<file path="src/rtl/qd_pkg.sv">
package qd_pkg;
  typedef logic [1:0] ab_t; // {a,b}

  function automatic logic is_fwd(input ab_t prv, input ab_t cur);
    return (prv == 2'b00 && cur == 2'b10) || (prv == 2'b10 && cur == 2'b11) ||
           (prv == 2'b11 && cur == 2'b01) || (prv == 2'b01 && cur == 2'b00);
  endfunction

  function automatic logic is_rev(input ab_t prv, input ab_t cur);
    return (prv == 2'b00 && cur == 2'b01) || (prv == 2'b01 && cur == 2'b11) ||
           (prv == 2'b11 && cur == 2'b10) || (prv == 2'b10 && cur == 2'b00);
  endfunction
endpackage

</file>
<file path="src/rtl/qd_step_decode.sv">
module qd_step_decode
  import qd_pkg::*;
(
  input  logic clk,
  input  logic rst_n,
  input  ab_t  cur_ab,
  output logic step_up,
  output logic step_dn
);
  ab_t prev_ab;

  // previous pair follows the inputs every clock, clears to 00
  always_ff @(posedge clk or negedge rst_n) begin
    if (!rst_n) prev_ab <= 2'b00;
    else        prev_ab <= cur_ab;
  end

  always_comb begin
    step_up = is_fwd(prev_ab, cur_ab);
    step_dn = is_rev(prev_ab, cur_ab);
  end

  // a cycle never decodes both senses
  p_one_sense_r6: assert property (@(posedge clk) disable iff (!rst_n)
    $onehot0({step_up, step_dn}));

  // an unchanged pair never produces a step
  p_still_no_step_r6: assert property (@(posedge clk) disable iff (!rst_n)
    ($past(cur_ab) == cur_ab) |-> !(step_up || step_dn));
endmodule

</file>
<file path="src/rtl/qd_wrap_counter.sv">
module qd_wrap_counter #(
  parameter int POSITIONS = 16,
  localparam int PW = (POSITIONS > 1) ? $clog2(POSITIONS) : 1
) (
  input  logic          clk,
  input  logic          rst_n,
  input  logic          clr_n,
  input  logic          inc,
  input  logic          dec,
  output logic [PW-1:0] count
);
  localparam logic [PW-1:0] LAST = PW'(POSITIONS - 1);

  logic [PW-1:0] nxt;

  always_comb begin
    nxt = count;
    if (!clr_n)   nxt = '0;
    else if (inc) nxt = (count == LAST) ? '0 : count + 1'b1;
    else if (dec) nxt = (count == '0) ? LAST : count - 1'b1;
  end

  always_ff @(posedge clk or negedge rst_n) begin
    if (!rst_n) count <= '0;
    else        count <= nxt;
  end

  p_clear_wins_r3: assert property (@(posedge clk) disable iff (!rst_n)
    !clr_n |=> count == '0);
  p_wrap_up_r4: assert property (@(posedge clk) disable iff (!rst_n)
    (clr_n && inc && count == LAST) |=> count == '0);
  p_wrap_down_r5: assert property (@(posedge clk) disable iff (!rst_n)
    (clr_n && dec && count == '0) |=> count == LAST);
  p_idle_holds_r6: assert property (@(posedge clk) disable iff (!rst_n)
    (clr_n && !inc && !dec) |=> $stable(count));
  p_in_range_r4: assert property (@(posedge clk) disable iff (!rst_n)
    count <= LAST);
endmodule

</file>
<file path="src/rtl/qd_dir_latch.sv">
module qd_dir_latch (
  input  logic clk,
  input  logic rst_n,
  input  logic hold_n,
  input  logic fwd,
  input  logic rev,
  output logic dir
);
  always_ff @(posedge clk or negedge rst_n) begin
    if (!rst_n)             dir <= 1'b1;
    else if (hold_n && fwd) dir <= 1'b1;
    else if (hold_n && rev) dir <= 1'b0;
  end

  p_frozen_r3: assert property (@(posedge clk) disable iff (!rst_n)
    !hold_n |=> $stable(dir));
  p_fwd_sets_r1: assert property (@(posedge clk) disable iff (!rst_n)
    (hold_n && fwd) |=> dir);
  p_rev_clears_r2: assert property (@(posedge clk) disable iff (!rst_n)
    (hold_n && rev) |=> !dir);
endmodule

</file>
<file path="src/rtl/quad_step_tracker.sv">
module quad_step_tracker #(
  parameter int POSITIONS = 16,
  localparam int PW = (POSITIONS > 1) ? $clog2(POSITIONS) : 1
) (
  input  logic          clk,
  input  logic          rst_n,
  input  logic          a,
  input  logic          b,
  input  logic          set_origin_n,
  output logic          direction,
  output logic [PW-1:0] position
);
  logic up, dn;

  initial begin
    if (POSITIONS < 2) $error("quad_step_tracker: POSITIONS must be at least 2");
  end

  qd_step_decode u_dec (
    .clk(clk), .rst_n(rst_n), .cur_ab({a, b}), .step_up(up), .step_dn(dn)
  );

  qd_wrap_counter #(.POSITIONS(POSITIONS)) u_cnt (
    .clk(clk), .rst_n(rst_n), .clr_n(set_origin_n), .inc(up), .dec(dn),
    .count(position)
  );

  qd_dir_latch u_dir (
    .clk(clk), .rst_n(rst_n), .hold_n(set_origin_n), .fwd(up), .rev(dn),
    .dir(direction)
  );

  // a forward step advances the position by one modulo POSITIONS
  p_step_up_r1: assert property (@(posedge clk) disable iff (!rst_n)
    (set_origin_n && up && position != PW'(POSITIONS - 1)) |=>
      position == $past(position) + 1'b1);
  // a reverse step moves the position back by one
  p_step_dn_r2: assert property (@(posedge clk) disable iff (!rst_n)
    (set_origin_n && dn && position != '0) |=>
      position == $past(position) - 1'b1);
endmodule

</file>
<file path="config.mk">
export PLATFORM = sky130hd
export DESIGN_NAME = quad_step_tracker
export DESIGN_NICKNAME = d
export VERILOG_FILES = /design/src/rtl/qd_pkg.sv /design/src/rtl/qd_step_decode.sv /design/src/rtl/qd_wrap_counter.sv /design/src/rtl/qd_dir_latch.sv /design/src/rtl/quad_step_tracker.sv
export SDC_FILE = /design/constraint.sdc
export NUM_CORES = 1
export LEC_CHECK = 0
export BUFFER_PORTS_ARGS = -buffer_cell sky130_fd_sc_hd__buf_2
export CAP_MARGIN = 20
export CORE_AREA = 4 4 41 43
export DETAILED_ROUTE_END_ITERATION = 7
export DIE_AREA = 0 0 45 47
export HOLD_SLACK_MARGIN = 0.15
export MAX_ROUTING_LAYER = met4
export PLACE_DENSITY = 0.62
export SYNTH_ARGS = -nofsm -noshare
export SYNTH_HDL_FRONTEND = slang
export SYNTH_SLANG_ARGS = --single-unit
</file>
<file path="constraint.sdc">
create_clock -name clk -period 1.6 [get_ports clk]
set_clock_uncertainty 0.1 [all_clocks]
set_input_delay 0 -clock clk [delete_from_list [all_inputs] [get_ports clk]]
set_output_delay 0 -clock clk [all_outputs]
set_load 0.005 [all_outputs]
</file>
Word-level counts from Yosys, hierarchy flattened
Cells that the tools add are included.
{"block": "totals", "reg_bits": 7, "output_inout_bits": 5}
{"block": "classes", "muxes": 7, "add_sub_neg": 2, "reduce_logical": 20, "eq_ne": 8}
{"cell": "$mux W4", "count": 5}
{"cell": "$logic_and A1 B1 Y1", "count": 10}
{"cell": "$eq A2 B2 Y1 const B", "count": 4}
{"cell": "$logic_or A1 B1 Y1", "count": 6}
{"cell": "$add A4 B1 Y4 const B", "count": 1}
{"cell": "$eq A2 B1 Y1 const B", "count": 2}
{"cell": "$eq A4 B4 Y1 const B", "count": 1}
{"cell": "$logic_not A2 Y1", "count": 2}
{"cell": "$logic_not A4 Y1", "count": 1}
{"cell": "$sub A4 B1 Y4 const B", "count": 1}
{"cell": "$ne A3 B1 Y1 const B", "count": 1}
{"cell": "$mux W1", "count": 2}
{"cell": "$reduce_bool A2 Y1", "count": 1}

Longest topological paths before layout
{"block": "depth", "ltp_word": 8, "ltp_mapped": 5, "depth_no_buf": 5}

Cells and area by module
From an unflattened synthesis, not the netlist that was laid out.
{"block": "hier_totals", "hier_cells": 44, "hier_area_um2": 417.9}
{"module": "qd_wrap_counter", "area_each_um2": 301.5, "seq_area_each_um2": 100.1, "cells_each": 35, "n_inst": 1}
{"module": "qd_step_decode", "area_each_um2": 77.6, "seq_area_each_um2": 50.0, "cells_each": 6, "n_inst": 1}
{"module": "qd_dir_latch", "area_each_um2": 38.8, "seq_area_each_um2": 26.3, "cells_each": 3, "n_inst": 1}

Worst setup path before layout
No wires, ideal clock.
{"block": "synth_timing", "kind": "reg2reg", "from": "register u_dec.prev_ab[0]", "to": "register u_cnt.count[0]", "t_required_ps": 1374, "stages_incl_launch_ff": 5, "arrival_time_ps": 1269, "path_slack_ps": 105, "n_path_buf": 0, "setup_time_ps": 126, "path_cell_list": "dfrtp_1 -> xnor2_1 -> nor2_2 -> or3_1 -> o311a_1"}
{"block": "synth_between", "elab_chain_len": 7, "elab_cells_between_ends": 21, "cone_classes": "eq/ne: 4; mux: 2; reduce/logical: 15"}
{"item": "from (decl)", "line": "qd_step_decode.sv:10", "source": "ab_t prev_ab;"}
{"item": "from (signal assigned)", "line": "qd_step_decode.sv:15", "source": "else prev_ab <= cur_ab;"}
{"item": "$eq A2 B2 Y1 / $logic_not A2 Y1 (equally long branches)", "line": "qd_pkg.sv:5, qd_pkg.sv:11, qd_pkg.sv:10"}
{"item": "$logic_and A1 B1 Y1", "line": "qd_pkg.sv:5", "source": "return (prv == 2'b00 && cur == 2'b10) || (prv == 2'b10 && cur == 2'b11) ||"}
{"item": "$logic_or A1 B1 Y1 (2 in a row)", "line": "qd_pkg.sv:5"}
{"item": "$logic_or A1 B1 Y1", "line": "qd_pkg.sv:6", "source": "(prv == 2'b11 && cur == 2'b01) || (prv == 2'b01 && cur == 2'b00);"}
{"item": "$mux W4", "line": "qd_wrap_counter.sv:19", "source": "else if (inc) nxt = (count == LAST) ? '0 : count + 1'b1;"}
{"item": "$mux W4", "line": "qd_wrap_counter.sv:18", "source": "if (!clr_n) nxt = '0;"}
{"item": "to (signal assigned)", "line": "qd_wrap_counter.sv:25", "source": "else count <= nxt;"}
{"item": "to (decl)", "line": "qd_wrap_counter.sv:10", "source": "output logic [PW-1:0] count"}
Several ways; a longest one is shown, not always the timed one.
A chain may end at the register's enable or synchronous reset.

Final worst setup path
{"block": "layout_timing", "from": "register u_cnt.count[0]", "to": "register u_cnt.count[3]"}
{"block": "layout_between", "elab_chain_len": 5, "elab_cells_between_ends": 9, "cone_classes": "add/sub: 2; eq/ne: 1; mux: 5; reduce/logical: 1"}
{"item": "$sub A4 B1 Y4 / $logic_not A4 Y1 (equally long branches)", "line": "qd_wrap_counter.sv:20", "source": "else if (dec) nxt = (count == '0) ? LAST : count - 1'b1;"}
{"item": "$mux W4 (2 in a row)", "line": "qd_wrap_counter.sv:20"}
{"item": "$mux W4 (*)", "line": "qd_wrap_counter.sv:19"}
{"item": "$mux W4 (*)", "line": "qd_wrap_counter.sv:18"}
Mark *: on every way between the ends. The rest lies on a longest branch, timed or not. The select of a mux whose other input is x is not followed.

==> impl_metrics.json <==
{
  "outcome": "finished, final reports clean",
  "hold_viol_final": 0,
  "ys_ff_latch": 7,
  "hold_class": "primary input to flop",
  "h-tree-depth": 1,
  "rows": 13,
  "vdd.ir_drop.worst_mv": 0.6892,
  "die_y_um": 47,
  "power.leakage_nw": 0.3044,
  "number_of_buffers_created_by_cts": 3,
  "power.density_nw_per_um2": 930.4,
  "ioPinCount": 10,
  "slew_headroom": 0.7981,
  "tritoncts_num_sinks": 7,
  "synth_area_per_cell_um2": 9.218,
  "max-cap-violations": 0,
  "track_usage": 0.1260,
  "worstPathMaxFanout": 6,
  "post_synth_instance_area_um2": 451.7,
  "antenna_cells_inserted": 0,
  "yosys.area.top_type_share": 0.3324,
  "cts_resized": 0,
  "antenna_found_initial": 0,
  "postSynth.asyncResetShare": 1.000,
  "finalSetupTns_ns": 0,
  "drt_first_iter_violations": 14,
  "synth_top_flop_cell": "sky130_fd_sc_hd__dfrtp_1",
  "fraction_of_the_cycle_the_final_worst_path_needs": 0.9301,
  "synth.yosys.seq_area_share": 0.3906,
  "port_buffers": 9,
  "number_of_pins_with_negative_max_slew_slack_in_the_final_report": 0,
  "top_cells_by_count_synth": "6 x sky130_fd_sc_hd__dfrtp_1, 6 x sky130_fd_sc_hd__nor2_1, 5 x sky130_fd_sc_hd__a21oi_1, 3 x sky130_fd_sc_hd__nand2_1",
  "finalNetCount": 80,
  "vias": 461,
  "clock-root-buffer": "sky130_fd_sc_hd__clkbuf_4",
  "period_needed_ns": 1.488,
  "drc": 0,
  "totalWireLength_um": 1058,
  "synth_warnings": 0,
  "clkSlewWorstSetupHoldPaths_ns": 0.06,
  "first_pass_grt_wire_length_um": 1835,
  "clock.fmax_mhz": 672.0,
  "worstPathRequired_ns": 1.62,
  "place_congestion": 0.7899,
  "globalRouteOverflowTotal": 0,
  "mappedNetlistNets": 56,
  "detail_route.wl_per_cell_um": 12.16,
  "dp_cells": 77,
  "final_cell_count_no_fill": 87,
  "synth_cell_type_count": 27,
  "grt_setup_unrepaired": "no",
  "antenna_violating_nets_post_route": 0,
  "grt_pass1_vias": 420,
  "vias_per_cell": 5.299,
  "synth-edff-count": 0,
  "dpl.hpwl_um": 772.3,
  "areaGrowthSynthToFinish_pct": 40.72,
  "timing_worst_slew_pin_value_ns": 0.3019,
  "tritoncts": "yes",
  "die_area_um2": 2115,
  "total_power_mw": 0.5914,
  "timing.critical_path.to_type": "flop",
  "initial_utilization": 0.3471,
  "synthCells": 49,
  "die_x_um": 45,
  "start_kind": "flop",
  "worstSkewPairLatency_ns": 0.25,
  "grt_max_degree": 10,
  "setup_viol": 0,
  "reg2reg_setup_slack_ns": 0.11,
  "setup.worst_path.class": "flop to flop",
  "core_area_um2": 1301,
  "final.fill_count": 136,
  "final_layout_size_suffix_gt1_frac": 0.2917,
  "synth_area_leader_cell": "sky130_fd_sc_hd__dfrtp_1",
  "netlist_top_cells_area": "sky130_fd_sc_hd__dfrtp_1 33%, sky130_fd_sc_hd__dfstp_2 5.8%, sky130_fd_sc_hd__a21oi_1 5.5%",
  "ctsLongestPathBuffers": 2,
  "critPathArrivalTime_ns": 1.51,
  "detail_route.first_pass.iterations": 4
}
worst max-delay path: stages, from the launching register on:
cell	delay (ns)
sky130_fd_sc_hd__dfrtp_1	0.42
sky130_fd_sc_hd__inv_1	0.10
sky130_fd_sc_hd__ha_1	0.24
sky130_fd_sc_hd__o21ba_2	0.22
sky130_fd_sc_hd__o2111ai_1	0.17
sky130_fd_sc_hd__nand3_1	0.11
routing by layer:
layer | wire [um] | vias to the layer above | track usage
li1 | - | 225 | -
met5 | 0 | - | -
met2 | 496 | 15 | 0.1893
met3 | 75 | 0 | 0.04981
met4 | 0 | 0 | 0.03509
met1 | 486 | 221 | 0.1565
registers in the layout (all words and copies together), names as in the netlist:
signal         cells
u_dec.prev_ab      2
u_dir.dir          1
u_cnt.count        4
final timing paths:
check / start / depth (start not counted) / to
worst min register to register: u_dir.dir / 2 / u_dir.dir
max in group asynchronous: rst_n / 3 / u_cnt.count[2]
worst max-delay path: u_cnt.count[0] / 5 / u_cnt.count[3]
min in group asynchronous: rst_n / 3 / u_cnt.count[0]
worst max register to register: u_cnt.count[0] / 5 / u_cnt.count[3]
worst min-delay path: b / 2 / u_dec.prev_ab[0]
logic make-up after synthesis:
kind of cell,Yosys count,synth area share
AO/OA/AOI/OAI,14,0.2244
XOR/XNOR,4,0.07758
adder cells (fa/ha/maj),2,0.05539
buffers and inverters,3,0.02493
flip-flops,7,0.3906
multiplexers,1,0.02216
AND/OR/NAND/NOR,18,0.2050
cell usage in the layout, fill, tap and decap left out, types with 3 or more instances in the layout:
cell type,netlist,final
sky130_fd_sc_hd__dlygate4sd3_1,0,6
sky130_fd_sc_hd__a21oi_1,5,5
sky130_fd_sc_hd__clkbuf_4,0,3
sky130_fd_sc_hd__buf_4,0,5
sky130_fd_sc_hd__nor2_1,6,6
sky130_fd_sc_hd__nand2_1,3,3
sky130_fd_sc_hd__dfrtp_1,6,6
sky130_fd_sc_hd__buf_2,0,9
stage by stage:
step                hold WS, ns  area (um2)  setup WS, ns  utilization
finish                   0.3455       635.6        0.1119       0.4885
detailed placement      -0.2549       549.3        0.1302       0.4221
CTS                      0.3289       635.6        0.1087       0.4885
global placement        -0.2555       549.3        0.1650       0.4221
floorplan               -0.3956       451.7        0.1049            -
global route             0.3679       635.6       0.02985       0.4885
power breakdown:
part           switching [mW]  internal [mW]  leakage [nW]
logic                  0.0930          0.104         0.203
registers              0.0307          0.204        0.0868
clock network          0.0645         0.0951        0.0150
total                   0.188          0.403         0.304
layout make-up:
| type | instances | area [um2] | share of cell area |
|---|---|---|---|
| Multi-Input combinational cell | 39 | 264.0 | 0.4154 |
| Sequential cell | 7 | 176.4 | 0.2776 |
| Timing Repair Buffer | 20 | 142.6 | 0.2244 |
| Clock buffer | 4 | 26.28 | 0.04134 |
| Tap cell | 15 | 18.77 | 0.02953 |
| Inverter | 2 | 7.507 | 0.01181 |
what timing repair did:
action	CTS	global route
setup endpoints to repair	0	0
buffers inserted	0	0
endpoints found under the hold margin	14	0
hold buffers	6	0
No activity file was read; power rests on OpenSTA's default activity.
